<file path="src/rtl/adv_db_pkg.sv">
// Package: shared types for the advance doorbell block.
// Assumes: register writes arrive as a strobe plus a single data bit.
package adv_db_pkg;

    // One software write to a single-bit register field.
    typedef struct packed {
        logic strobe;
        logic value;
    } bit_write_t;

    // Returns 1 when the write sets the field to one.
    function automatic logic writes_one(bit_write_t w);
        return w.strobe & w.value;
    endfunction

endpackage

</file>
<file path="src/rtl/head_pass_counter.sv">
// Counts list-head passes for one pending doorbell request.
// Assumes: clear and step never need to be honoured in the same cycle
// (the controller only clears on accept, when no request is pending).
// The count saturates at PASSES and holds until the next clear.
module head_pass_counter #(
    parameter int PASSES = 2,
    localparam int W = $clog2(PASSES + 1)
) (
    input  logic         clk,
    input  logic         rst_n,
    input  logic         clear,
    input  logic         step,
    output logic [W-1:0] count,
    output logic         final_pass
);
    localparam logic [W-1:0] LAST = W'(PASSES - 1);
    localparam logic [W-1:0] TOP  = W'(PASSES);

    // The current step completes the required number of passes.
    assign final_pass = step && (count == LAST);

    // Saturating pass counter with restart on clear.
    always_ff @(posedge clk) begin
        if (!rst_n)                      count <= '0;
        else if (clear)                  count <= '0;
        else if (step && (count != TOP)) count <= count + 1'b1;
    end


    count_bound_chk: assert property (@(posedge clk) disable iff (!rst_n)
        count <= TOP);


    no_restart_chk: assert property (@(posedge clk) disable iff (!rst_n)
        (!clear && !step) |=> $stable(count));
endmodule

</file>
<file path="src/rtl/doorbell_ctl.sv">
// Holds the doorbell and advance-status bits.
// Assumes: pass_done is a pulse qualified by a pending request.
// A doorbell write of 1 is accepted only when nothing is pending and the
// status bit is clear. The status is set on completion, which takes
// priority over a same-cycle write-one-to-clear.
module doorbell_ctl
    import adv_db_pkg::*;
(
    input  logic       clk,
    input  logic       rst_n,
    input  bit_write_t db_w,
    input  bit_write_t sts_w,
    input  logic       sched_en,
    input  logic       pass_done,
    output logic       accept,
    output logic       doorbell,
    output logic       adv_sts,
    output logic       proto_err
);
    logic ring;
    logic finish;
    logic ack;

    // Decode the software writes.
    assign ring   = writes_one(db_w);
    assign ack    = writes_one(sts_w);
    assign accept = ring && !doorbell && !adv_sts;

    // A pending request ends on the final pass or when the schedule is off.
    assign finish = doorbell && (pass_done || !sched_en);

    // Doorbell bit: set on accept, self-clears on completion.
    always_ff @(posedge clk) begin
        if (!rst_n)      doorbell <= 1'b0;
        else if (accept) doorbell <= 1'b1;
        else if (finish) doorbell <= 1'b0;
    end

    // Status bit: set on completion, cleared by a write of one.
    always_ff @(posedge clk) begin
        if (!rst_n)      adv_sts <= 1'b0;
        else if (finish) adv_sts <= 1'b1;
        else if (ack)    adv_sts <= 1'b0;
    end

    // Flag a doorbell write made before the status was acknowledged.
    always_ff @(posedge clk) begin
        if (!rst_n) proto_err <= 1'b0;
        else        proto_err <= ring && adv_sts;
    end


    sts_clears_db_chk: assert property (@(posedge clk) disable iff (!rst_n)
        $rose(adv_sts) |-> $fell(doorbell));


    exclusive_chk: assert property (@(posedge clk) disable iff (!rst_n)
        !(adv_sts && doorbell));


    accept_chk: assert property (@(posedge clk) disable iff (!rst_n)
        (ring && !doorbell && !adv_sts) |=> doorbell);


    sched_off_chk: assert property (@(posedge clk) disable iff (!rst_n)
        (doorbell && !sched_en) |=> (adv_sts && !doorbell));


    proto_err_chk: assert property (@(posedge clk) disable iff (!rst_n)
        (ring && adv_sts) |=> (proto_err && !doorbell));


    sts_hold_chk: assert property (@(posedge clk) disable iff (!rst_n)
        (adv_sts && !ack) |=> adv_sts);


    set_wins_chk: assert property (@(posedge clk) disable iff (!rst_n)
        (finish && ack) |=> adv_sts);
endmodule

</file>
<file path="src/rtl/async_adv_doorbell.sv">
// Top of the asynchronous schedule advance doorbell handshake.
// Assumes: head_seen is a one-cycle pulse from the traversal engine.
// Status is raised after PASSES head passes since the doorbell was
// accepted, or at once when the schedule is disabled.
module async_adv_doorbell
    import adv_db_pkg::*;
#(
    parameter int PASSES = 2
) (
    input  logic clk,
    input  logic rst_n,
    input  logic db_wr,
    input  logic db_wdata,
    input  logic sts_wr,
    input  logic sts_wdata,
    input  logic irq_en,
    input  logic sched_en,
    input  logic head_seen,
    output logic doorbell,
    output logic adv_sts,
    output logic irq,
    output logic proto_err
);
    localparam int CW = $clog2(PASSES + 1);

    bit_write_t     db_w;
    bit_write_t     sts_w;
    logic           accept;
    logic           pass_done;
    logic [CW-1:0]  pass_cnt;

    // Bundle the register writes.
    assign db_w  = '{strobe: db_wr,  value: db_wdata};
    assign sts_w = '{strobe: sts_wr, value: sts_wdata};

    head_pass_counter #(.PASSES(PASSES)) u_cnt (
        .clk        (clk),
        .rst_n      (rst_n),
        .clear      (accept),
        .step       (doorbell && head_seen),
        .count      (pass_cnt),
        .final_pass (pass_done)
    );

    doorbell_ctl u_ctl (
        .clk       (clk),
        .rst_n     (rst_n),
        .db_w      (db_w),
        .sts_w     (sts_w),
        .sched_en  (sched_en),
        .pass_done (pass_done),
        .accept    (accept),
        .doorbell  (doorbell),
        .adv_sts   (adv_sts),
        .proto_err (proto_err)
    );

    // Interrupt follows the gated status.
    assign irq = adv_sts & irq_en;


    idle_count_chk: assert property (@(posedge clk) disable iff (!rst_n)
        (!doorbell && !accept) |=> $stable(pass_cnt));
endmodule

</file>
<file path="config.mk">
export PLATFORM = sky130hd
export DESIGN_NAME = async_adv_doorbell
export DESIGN_NICKNAME = d
export VERILOG_FILES = /design/src/rtl/adv_db_pkg.sv /design/src/rtl/head_pass_counter.sv /design/src/rtl/doorbell_ctl.sv /design/src/rtl/async_adv_doorbell.sv
export SDC_FILE = /design/constraint.sdc
export NUM_CORES = 1
export LEC_CHECK = 0
export ABC_CLOCK_PERIOD_IN_PS = 3300
export BUFFER_PORTS_ARGS = -buffer_cell sky130_fd_sc_hd__buf_2
export CAP_MARGIN = 20
export CORE_AREA = 2 2 39 41
export DETAILED_ROUTE_END_ITERATION = 8
export DIE_AREA = 0 0 41 43
export GPL_ROUTABILITY_DRIVEN = 0
export PLACE_DENSITY = 0.43
export SLEW_MARGIN = 0
export SYNTH_ARGS = -nofsm -noshare
export SYNTH_HDL_FRONTEND = slang
export SYNTH_SLANG_ARGS = --single-unit
</file>
<file path="constraint.sdc">
create_clock -name clk -period 3.3 [get_ports clk]
set_input_delay 0.495 -clock clk [delete_from_list [all_inputs] [get_ports clk]]
set_output_delay 0.495 -clock clk [all_outputs]
set_load 0.05 [all_outputs]
</file>
# Word-level counts from Yosys, hierarchy flattened
# Index checks and enable logic that the tools add are counted.
# totals
elab_cells	29
out_inout_bits	4
regBits	5
input_bits	9
# op_classes
n_bitwise	4
mux	4
n_eq_ne	2
addsub	1
reduce_logical	14
# ops
cell	count
logical AND 1 bit	7
2-to-1 mux 1 bit	4
nonzero test 2 bit	2
bitwise AND 1 bit	3
zero test 1 bit	3
adder 2 x 1 -> 2 bit, second input constant	1
equality test 2 x 1 -> 1 bit, second input constant	1
inequality test 2 bit, second input constant	1
OR reduction 2 bit	1
logical OR 1 bit	1
NOT 1 bit	1

# Depth between registers and ports, before layout
# Gate-level depths: netlist (run 1).
# depth
word_depth	6
mapped_depth	5

# Modules after synthesis
# A second synthesis (run 1) with hierarchy kept.
# hier_totals
cells_unflattened	29
hier_area_um2	256.5
# modules_own_cells
mod	area_each_um2	instances	cells_per_inst
head_pass_counter	123.9	1	13
doorbell_ctl	120.1	1	14
async_adv_doorbell	12.5	1	2

# Worst setup path after synthesis (run 1)
# No wires, ideal clock.
# synth_path
path_type	flip-flop to output port
start	register u_ctl.adv_sts
end	output port irq
slack_ns	1.626
stages_incl_launch_ff	2
t_arrival_ns	1.179
required_time_ns	2.805
cell_sequence	dfxtp_1 and2_1
# synth_between
elab_chain_len	1
# synth_lines
element	line	source
from (decl)	doorbell_ctl.sv:17	output logic adv_sts,
from (signal assigned)	doorbell_ctl.sv:41	if (!rst_n) adv_sts <= 1'b0;
from (signal assigned)	doorbell_ctl.sv:42	else if (finish) adv_sts <= 1'b1;
from (signal assigned)	doorbell_ctl.sv:43	else if (ack) adv_sts <= 1'b0;
bitwise AND 1 bit	async_adv_doorbell.sv:59	assign irq = adv_sts & irq_en;
to (decl)	async_adv_doorbell.sv:21	output logic irq,
# Every way passes these cells.

# Worst setup path in the final report (run 1)
# Same ends and word-level chain as after synthesis.

==> run_summary.xml, run 1 <==
<?xml version="1.0" encoding="UTF-8"?>
<metrics>
  <group name="status">
    <metric name="run_status" unit="">completed</metric>
  </group>
  <group name="setup_path">
    <metric name="worstRegToRegCells" unit="">5</metric>
    <metric name="timing.critical_path.buf_inv" unit="">1</metric>
    <metric name="critical_path.cell_chain" unit="">and2_1 -&gt; buf_2</metric>
    <metric name="timing.critical_path.required" unit="ns">2.80</metric>
    <metric name="ws_path_type" unit="">reg2out</metric>
    <metric name="reg2reg_to" unit="">u_cnt.count[0]</metric>
    <metric name="timing.critical_path.fanout_max" unit="">6</metric>
    <metric name="timing.critical_path.arrival" unit="ns">1.05</metric>
    <metric name="critical_path.startpoint_type" unit="">flip-flop</metric>
    <metric name="critPathSlowestCell" unit="">sky130_fd_sc_hd__dfxtp_1</metric>
    <metric name="end_kind" unit="">output port</metric>
    <metric name="timing.critical_path.slowest_cell_delay" unit="ns">0.40</metric>
    <metric name="flop_to_flop_setup_slack" unit="ns">2.13</metric>
    <metric name="crit_family" unit="">flip-flops</metric>
    <metric name="reg2reg_from" unit="">u_cnt.count[0]</metric>
  </group>
  <group name="clock_network">
    <metric name="h-tree-depth" unit="">1</metric>
    <metric name="cts_hold_repair.buffers" unit="">0</metric>
    <metric name="clockRootBuffer" unit="">sky130_fd_sc_hd__clkbuf_4</metric>
    <metric name="worst_setup_hold_path_clk_slew" unit="ns">0.05</metric>
    <metric name="clk_path_buf_depth" unit="">2</metric>
    <metric name="tritoncts_buffer_count" unit="">3</metric>
    <metric name="post_cts_resize_count" unit="">0</metric>
    <metric name="cts_setup_buffers" unit="">0</metric>
    <metric name="cts_tree" unit="">done</metric>
    <metric name="worstSkewPairLatency" unit="ns">0.24</metric>
    <metric name="clock_sink_total" unit="">5</metric>
  </group>
  <group name="timing">
    <metric name="tightest_slew" unit="ns">0.3384</metric>
    <metric name="worst_hold_check_slack" unit="ns">0.4977</metric>
    <metric name="final.period_utilization" unit="%">46.70</metric>
    <metric name="fmax" unit="MHz">648.8</metric>
    <metric name="finalSetupViolCount" unit="">0</metric>
    <metric name="grt_setup_unrepaired" unit="">no</metric>
    <metric name="slew_headroom" unit="%">77.25</metric>
    <metric name="final.min_clock_period" unit="ns">1.541</metric>
    <metric name="timing.clock.skew" unit="ns">0.002263</metric>
    <metric name="setup_tns" unit="ns">0</metric>
    <metric name="hold_viol" unit="">0</metric>
    <metric name="final_max_slew_viol_count" unit="">0</metric>
  </group>
  <group name="min_path">
    <metric name="hp-start" unit="">u_ctl.adv_sts</metric>
    <metric name="hold_wc_path_type" unit="">reg2reg</metric>
    <metric name="hold-path-cell-count" unit="">2</metric>
    <metric name="min_delay_worst_endpoint" unit="">u_ctl.proto_err</metric>
  </group>
  <group name="synthesis">
    <metric name="post_synth_inst_count" unit="">25</metric>
    <metric name="area_share_of_the_largest_cell_type_after_synthesis" unit="%">40.82</metric>
    <metric name="synth_cell_types" unit="">16</metric>
    <metric name="post_synth_top_flop" unit="">sky130_fd_sc_hd__dfxtp_1</metric>
    <metric name="ys_seq_area_share" unit="%">40.82</metric>
    <metric name="mappedNetlistArea" unit="sq um">245.2</metric>
    <metric name="synthMostInstantiatedCell" unit="">sky130_fd_sc_hd__dfxtp_1</metric>
    <metric name="synth_area_leaders" unit="">sky130_fd_sc_hd__dfxtp_1 41%, sky130_fd_sc_hd__ha_1 10%, sky130_fd_sc_hd__a211oi_2 5.1%</metric>
    <metric name="synth_fp_nets" unit="">36</metric>
    <metric name="synth_warnings" unit="">0</metric>
    <metric name="yosys_register_bits" unit="">5</metric>
    <metric name="synth_enable_flop_cells" unit="">0</metric>
    <metric name="proportion_of_register_bits_with_asynchronous_set_or_reset_after_synthesis" unit="%">0</metric>
    <metric name="yosys.area.top_type" unit="">sky130_fd_sc_hd__dfxtp_1</metric>
    <metric name="post_synth.cell_area_avg" unit="sq um">9.809</metric>
    <metric name="synth.top_cells.by_count" unit="">5 x sky130_fd_sc_hd__dfxtp_1, 3 x sky130_fd_sc_hd__nand2_1, 2 x sky130_fd_sc_hd__ha_1, 2 x sky130_fd_sc_hd__inv_1, 2 x sky130_fd_sc_hd__nor2_1</metric>
  </group>
  <group name="layout">
    <metric name="layout.cells.non_filler" unit="">57</metric>
    <metric name="layout.area.seq" unit="sq um">100.1</metric>
    <metric name="antenna_diodes" unit="">0</metric>
    <metric name="fillers" unit="">146</metric>
    <metric name="drive_above_1_share" unit="%">46.34</metric>
    <metric name="multi_input_comb_area" unit="sq um">137.6</metric>
    <metric name="number_of_nets_in_the_layout" unit="">53</metric>
    <metric name="layout-area-overhead-vs-synth" unit="%">43.37</metric>
    <metric name="fin_util" unit="%">25.41</metric>
  </group>
  <group name="placed_design">
    <metric name="count_of_input_and_output_buffers" unit="">12</metric>
    <metric name="numPlacedInstances" unit="">53</metric>
    <metric name="detailedPlacementHpwl" unit="microns">367.7</metric>
  </group>
  <group name="flow_run">
    <metric name="drv.max_cap_violation_count" unit="">0</metric>
  </group>
  <group name="routing">
    <metric name="postRouteWirelength" unit="microns">460</metric>
    <metric name="wl_on_met1" unit="microns">243</metric>
    <metric name="via_density_per_instance" unit="">3.877</metric>
    <metric name="met2RoutedLength" unit="microns">158</metric>
    <metric name="top_layer_used" unit="">met3</metric>
    <metric name="drt-pass1-iter-count" unit="">3</metric>
    <metric name="detail-route-antenna-nets" unit="">0</metric>
    <metric name="route.detailed.drc" unit="">0</metric>
    <metric name="drt_iter0_markers" unit="">4</metric>
    <metric name="dr_total_vias" unit="">221</metric>
    <metric name="detail_route.wl_per_cell" unit="microns">8.070</metric>
    <metric name="met3WireLength" unit="microns">57</metric>
  </group>
  <group name="floorplanning">
    <metric name="row_count" unit="">14</metric>
    <metric name="chipWidth" unit="microns">41</metric>
    <metric name="floorplan.initialDensity" unit="%">17.72</metric>
    <metric name="floorplan.core_area" unit="sq um">1384</metric>
    <metric name="boundaryPins" unit="">13</metric>
    <metric name="die_area" unit="sq um">1763</metric>
    <metric name="fp.dieH" unit="microns">43</metric>
  </group>
  <group name="pwr">
    <metric name="power.static_leakage" unit="uW">0.0001594</metric>
    <metric name="power_density" unit="nW/um^2">464.9</metric>
    <metric name="fin_total_pwr" unit="uW">163.5</metric>
    <metric name="irDropWorstVdd" unit="V">0.0001275</metric>
  </group>
  <group name="grt">
    <metric name="gr-usage-all-layers" unit="%">6.928</metric>
    <metric name="grt_first_pass_wirelength" unit="microns">765</metric>
    <metric name="maximum_number_of_pins_on_one_net_before_global_route_repair" unit="">7</metric>
    <metric name="first_global_vias" unit="">206</metric>
    <metric name="global_route.overflow_total" unit="">0</metric>
    <metric name="initial_antenna_violation_count" unit="">0</metric>
  </group>
</metrics>
==> state kept, by name, summed over array words and instances, names as in the netlist <==
name / flops
u_ctl.adv_sts: 1
u_ctl.proto_err: 1
u_cnt.count: 2
u_ctl.doorbell: 1
==> layer usage <==
layer	track usage [%]	up-vias
li1	-	116
met1	9.968	92
met2	7.187	13
met3	3.141	0
met4	6.000	0
met5	0	-
==> cells in the final DEF (no fill, tap or decap) <==
cell,Yosys,final
sky130_fd_sc_hd__o21a_1,1,1
sky130_fd_sc_hd__dfxtp_1,5,5
sky130_fd_sc_hd__and3b_2,1,1
sky130_fd_sc_hd__inv_1,2,2
sky130_fd_sc_hd__xnor2_1,1,1
sky130_fd_sc_hd__a211oi_2,1,1
sky130_fd_sc_hd__o21bai_1,1,1
sky130_fd_sc_hd__buf_2,0,12
sky130_fd_sc_hd__nand2_1,3,3
sky130_fd_sc_hd__clkbuf_1,0,1
sky130_fd_sc_hd__a21boi_2,1,1
sky130_fd_sc_hd__o31ai_1,1,1
sky130_fd_sc_hd__ha_1,2,2
sky130_fd_sc_hd__clkbuf_4,0,3
sky130_fd_sc_hd__a21boi_0,1,1
sky130_fd_sc_hd__and2_1,1,1
sky130_fd_sc_hd__nor2_2,1,1
sky130_fd_sc_hd__and3b_1,1,1
sky130_fd_sc_hd__nor2_1,2,2
==> final cells by class <==
class	instances	area share, %
clock buffers	4	7.473
inverters	2	2.135
multi-input cells	18	39.15
well taps	16	5.694
repair buffers	12	17.08
flip-flops and latches	5	28.47
==> through the flow <==
step           setup slack (ns)  area [sq um]
3_3_place_gp              1.878         325.3
2_1_floorplan             1.626         245.2
3_5_place_dp              1.879         325.3
6_report                  1.759         351.6
5_1_grt                   1.716         351.6
4_1_cts                   1.746         351.6
==> how the worst max path moves through the flow <==
stage / depth (start not counted) / to / slack [ns] / from
floorplan: 1 / irq / 1.63 / u_ctl.adv_sts
global placement: 3 / irq / 1.88 / irq_en
detailed placement: 3 / irq / 1.88 / irq_en
CTS: 2 / irq / 1.75 / u_ctl.adv_sts
global route: 2 / irq / 1.72 / u_ctl.adv_sts
finish: 2 / irq / 1.76 / u_ctl.adv_sts
==> worst min-delay path, stage by stage (launching register included) <==
cell and delay (ns):
sky130_fd_sc_hd__dfxtp_1 0.35, sky130_fd_sc_hd__nand2_1 0.07, sky130_fd_sc_hd__nor2_1 0.03
==> where the power goes <==
part           switching, uW  total, uW  internal (uW)
clock network           26.6       72.4           45.8
registers               2.83       66.2           63.4
logic                   14.3       24.9           10.6
==> cell families after synthesis <==
group                    synth area share (%)
flip-flops                              40.82
AND/OR/NAND/NOR                         20.41
AO/OA/AOI/OAI                           21.94
adder cells (fa/ha/maj)                 10.20
XOR/XNOR                                3.572
buffers and inverters                   3.062
Power figures use the tool's default switching activity.
==> run 2: changes to the inputs <==
- ABC_AREA: unset -> 1
- ABC_CLOCK_PERIOD_IN_PS: 3300 -> 1400
- PLACE_DENSITY: 0.43 -> 0.46
- clock period: 3.3 -> 1.4 ns (I/O delays scaled with it)
==> run 2 against run 1 <==
  * Flip-flop and latch count did not move
  * Count of clock-buffer cells in the layout did not move
  * Die area did not move
  * Worst hold slack got worse by 0.27 ns
  * Design area rose by 6.4%
  * Critical endpoint is now doorbell
  * Combinational power rose by 130%
==> run_summary.xml, run 2 <==
<?xml version="1.0" encoding="UTF-8"?>
<metrics>
  <group name="status">
    <metric name="run_status" unit="">completed</metric>
  </group>
  <group name="synthesis">
    <metric name="synth_warnings" unit="">0</metric>
    <metric name="post_synth_top_flop" unit="">sky130_fd_sc_hd__dfxtp_1</metric>
    <metric name="fraction_of_the_mapped_netlist_area_in_adder_cells" unit="%">9.346</metric>
    <metric name="synth_fp_nets" unit="">53</metric>
    <metric name="synth_simple_gate_area_share" unit="%">36.45</metric>
    <metric name="synth_enable_flop_cells" unit="">0</metric>
    <metric name="yosys-mux-area-fraction" unit="%">0</metric>
    <metric name="area_share_of_the_largest_cell_type_after_synthesis" unit="%">37.38</metric>
    <metric name="ys_seq_area_share" unit="%">37.38</metric>
    <metric name="post_synth.cell_area_avg" unit="sq um">6.375</metric>
    <metric name="yosys.area.top_type" unit="">sky130_fd_sc_hd__dfxtp_1</metric>
    <metric name="synth_area_leaders" unit="">sky130_fd_sc_hd__dfxtp_1 37%, sky130_fd_sc_hd__nand2_1 22%, sky130_fd_sc_hd__inv_1 13%</metric>
    <metric name="synthMostInstantiatedCell" unit="">sky130_fd_sc_hd__nand2_1</metric>
    <metric name="synth_compound_area_share" unit="%">4.206</metric>
    <metric name="post_synth_inst_count" unit="">42</metric>
    <metric name="synthXorXnorAreaFrac" unit="%">0</metric>
    <metric name="largest_family_of_logic_cells_by_synthesized_area" unit="">simple AND/OR/NAND/NOR gates</metric>
    <metric name="synth.top_cells.by_count" unit="">16 x sky130_fd_sc_hd__nand2_1, 9 x sky130_fd_sc_hd__inv_1, 5 x sky130_fd_sc_hd__dfxtp_1</metric>
    <metric name="synth_cell_types" unit="">11</metric>
    <metric name="yosys_register_bits" unit="">5</metric>
    <metric name="mappedNetlistArea" unit="sq um">267.8</metric>
    <metric name="proportion_of_register_bits_with_asynchronous_set_or_reset_after_synthesis" unit="%">0</metric>
  </group>
  <group name="grt">
    <metric name="initial_antenna_violation_count" unit="">0</metric>
    <metric name="maximum_number_of_pins_on_one_net_before_global_route_repair" unit="">7</metric>
    <metric name="global_route.overflow_total" unit="">0</metric>
    <metric name="first_global_vias" unit="">212</metric>
    <metric name="gr-usage-all-layers" unit="%">7.229</metric>
    <metric name="grt_first_pass_wirelength" unit="microns">759</metric>
  </group>
  <group name="layout">
    <metric name="number_of_nets_in_the_layout" unit="">70</metric>
    <metric name="max_flop_register" unit="">u_cnt.count</metric>
    <metric name="antenna_diodes" unit="">0</metric>
    <metric name="layout-area-overhead-vs-synth" unit="%">39.72</metric>
    <metric name="layout.area.seq" unit="sq um">100.1</metric>
    <metric name="mostFrequentLayoutCell" unit="">sky130_fd_sc_hd__nand2_1</metric>
    <metric name="drive_above_1_share" unit="%">29.31</metric>
    <metric name="mostFrequentLayoutCells" unit="">16 x sky130_fd_sc_hd__nand2_1, 12 x sky130_fd_sc_hd__buf_2, 9 x sky130_fd_sc_hd__inv_1</metric>
    <metric name="fillers" unit="">158</metric>
    <metric name="largest_register_ffs" unit="">2</metric>
    <metric name="multi_input_comb_area" unit="sq um">133.9</metric>
  </group>
  <group name="pwr">
    <metric name="switchingPower" unit="uW">98.59</metric>
    <metric name="power_density" unit="nW/um^2">1003</metric>
    <metric name="sw_frac_of_total" unit="%">26.28</metric>
    <metric name="irDropWorstVdd" unit="V">0.0004627</metric>
    <metric name="seq_power_share" unit="%">41.1</metric>
    <metric name="pwr-share-comb" unit="%">15.3</metric>
    <metric name="fin_total_pwr" unit="uW">375.1</metric>
    <metric name="power.internal" unit="uW">276.5</metric>
    <metric name="power.static_leakage" unit="uW">0.0002044</metric>
    <metric name="p_clk_share" unit="%">43.6</metric>
  </group>
  <group name="timing">
    <metric name="finalSetupViolCount" unit="">0</metric>
    <metric name="final_max_slew_viol_count" unit="">0</metric>
    <metric name="worst_hold_check_slack" unit="ns">0.2272</metric>
    <metric name="grt_setup_unrepaired" unit="">no</metric>
    <metric name="tightest_slew" unit="ns">0.2505</metric>
    <metric name="setup_tns" unit="ns">0</metric>
    <metric name="slew_headroom" unit="%">83.41</metric>
    <metric name="hold_viol" unit="">0</metric>
    <metric name="final.min_clock_period" unit="ns">1.175</metric>
    <metric name="timing.clock.skew" unit="ns">0.0005945</metric>
    <metric name="final.period_utilization" unit="%">83.96</metric>
    <metric name="fmax" unit="MHz">850.7</metric>
  </group>
  <group name="clock_network">
    <metric name="clk_path_buf_depth" unit="">2</metric>
    <metric name="clock_sink_total" unit="">5</metric>
    <metric name="cts_hold_repair.buffers" unit="">0</metric>
    <metric name="worst_setup_hold_path_clk_slew" unit="ns">0.04</metric>
    <metric name="cts_tree" unit="">done</metric>
    <metric name="h-tree-depth" unit="">1</metric>
    <metric name="worstSkewPairLatency" unit="ns">0.24</metric>
    <metric name="post_cts_resize_count" unit="">0</metric>
    <metric name="cts_setup_buffers" unit="">0</metric>
    <metric name="clockRootBuffer" unit="">sky130_fd_sc_hd__clkbuf_4</metric>
    <metric name="tritoncts_buffer_count" unit="">3</metric>
  </group>
  <group name="floorplanning">
    <metric name="fp.dieH" unit="microns">43</metric>
    <metric name="floorplan.initialDensity" unit="%">19.35</metric>
    <metric name="boundaryPins" unit="">13</metric>
    <metric name="row_count" unit="">14</metric>
    <metric name="die_area" unit="sq um">1763</metric>
    <metric name="chipWidth" unit="microns">41</metric>
    <metric name="floorplan.core_area" unit="sq um">1384</metric>
  </group>
  <group name="setup_path">
    <metric name="critical_path.startpoint_type" unit="">flip-flop</metric>
    <metric name="critical_path.cell_chain" unit="">buf_2</metric>
    <metric name="reg2reg_to" unit="">u_cnt.count[1]</metric>
    <metric name="timing.critical_path.slowest_cell_delay" unit="ns">0.42</metric>
    <metric name="reg2reg_from" unit="">u_cnt.count[0]</metric>
    <metric name="path_depth" unit="">1</metric>
    <metric name="timing.critical_path.required" unit="ns">1.19</metric>
    <metric name="timing.critical_path.fanout_max" unit="">6</metric>
    <metric name="crit_family" unit="">flip-flops</metric>
    <metric name="timing.critical_path.arrival" unit="ns">0.97</metric>
    <metric name="timing.critical_path.buf_inv" unit="">1</metric>
    <metric name="critPathSlowestCell" unit="">sky130_fd_sc_hd__dfxtp_1</metric>
    <metric name="endpoint" unit="">doorbell</metric>
    <metric name="end_kind" unit="">output port</metric>
    <metric name="worstRegToRegCells" unit="">8</metric>
    <metric name="flop_to_flop_setup_slack" unit="ns">0.35</metric>
    <metric name="ws_path_type" unit="">reg2out</metric>
    <metric name="timing.critical_path.from" unit="">u_ctl.doorbell</metric>
  </group>
  <group name="routing">
    <metric name="detail-route-antenna-nets" unit="">0</metric>
    <metric name="drt_iter0_markers" unit="">1</metric>
    <metric name="via_density_per_instance" unit="">3.797</metric>
    <metric name="route.detailed.drc" unit="">0</metric>
    <metric name="dr_total_vias" unit="">281</metric>
    <metric name="postRouteWirelength" unit="microns">508</metric>
    <metric name="detail_route.wl_per_cell" unit="microns">6.865</metric>
    <metric name="drt-pass1-iter-count" unit="">2</metric>
  </group>
  <group name="flow_run">
    <metric name="drv.max_cap_violation_count" unit="">0</metric>
  </group>
  <group name="min_path">
    <metric name="hold_wc_path_type" unit="">in2reg</metric>
  </group>
  <group name="placed_design">
    <metric name="detailedPlacementHpwl" unit="microns">436.2</metric>
    <metric name="count_of_input_and_output_buffers" unit="">12</metric>
  </group>
</metrics>
==> run 2: cells by family after synthesis <==
kind of cell | after synthesis
adder cells (fa/ha/maj) | 2
AND/OR/NAND/NOR | 24
AO/OA/AOI/OAI | 2
buffers and inverters | 9
flip-flops | 5
==> run 2: stage by stage <==
stage | util, % | std cells | area [sq um] | worst slack, ns
6_report | 27.03 | 74 | 374.1 | 0.2245
5_1_grt | 27.03 | 74 | 374.1 | 0.1756
4_1_cts | 27.03 | 74 | 374.1 | 0.2116
3_5_place_dp | 25.14 | 70 | 347.8 | 0.3341
3_3_place_gp | 25.14 | 70 | 347.8 | 0.3463
2_1_floorplan | - | 42 | 267.8 | 0.1294
==> run 2: how the worst min path moves through the flow <==
stage | startpoint | endpoint | slack [ns] | cells past startpoint
2_1_floorplan | rst_n | u_ctl.doorbell | 0.34 | 2
3_3_place_gp | rst_n | u_ctl.doorbell | 0.47 | 3
3_5_place_dp | rst_n | u_ctl.doorbell | 0.47 | 3
4_1_cts | rst_n | u_ctl.doorbell | 0.21 | 3
5_1_grt | db_wdata | u_ctl.proto_err | 0.23 | 3
6_report | rst_n | u_ctl.doorbell | 0.23 | 3
==> run 2: metal layers <==
metal	up-vias	wire length, microns	global-route usage [%]
met5	-	0	0
met4	0	19	12.00
met3	2	29	1.571
met2	8	225	8.438
met1	114	233	7.717
li1	157	-	-
==> run 2: worst register-to-register path: stages (launching register included) <==
cell and delay, ns:
sky130_fd_sc_hd__dfxtp_1 0.34, sky130_fd_sc_hd__inv_1 0.06, sky130_fd_sc_hd__ha_1 0.21, sky130_fd_sc_hd__inv_1 0.06, sky130_fd_sc_hd__nand3_1 0.08, sky130_fd_sc_hd__nand2_1 0.08
sky130_fd_sc_hd__nand2_1 0.05, sky130_fd_sc_hd__inv_1 0.04, sky130_fd_sc_hd__nor2_1 0.03
==> run 2: area by class of cell <==
cell class                 count  area share [%]
timing repair buffer          12           16.05
multi-input combinational     28           35.79
tap                           16           5.351
clock buffer                   4           7.023
inverter                       9           9.030
sequential                     5           26.76
==> run 2: power groups by stage <==
stage                     logic (uW)  clock network, uW  registers (uW)
final                           57.4                164             154
after global routing            64.0                183             155
after floorplan                 24.0                  0             169
after detailed placement        57.7                  0             157
after global placement          58.4                  0             157
after CTS                       57.9                175             154
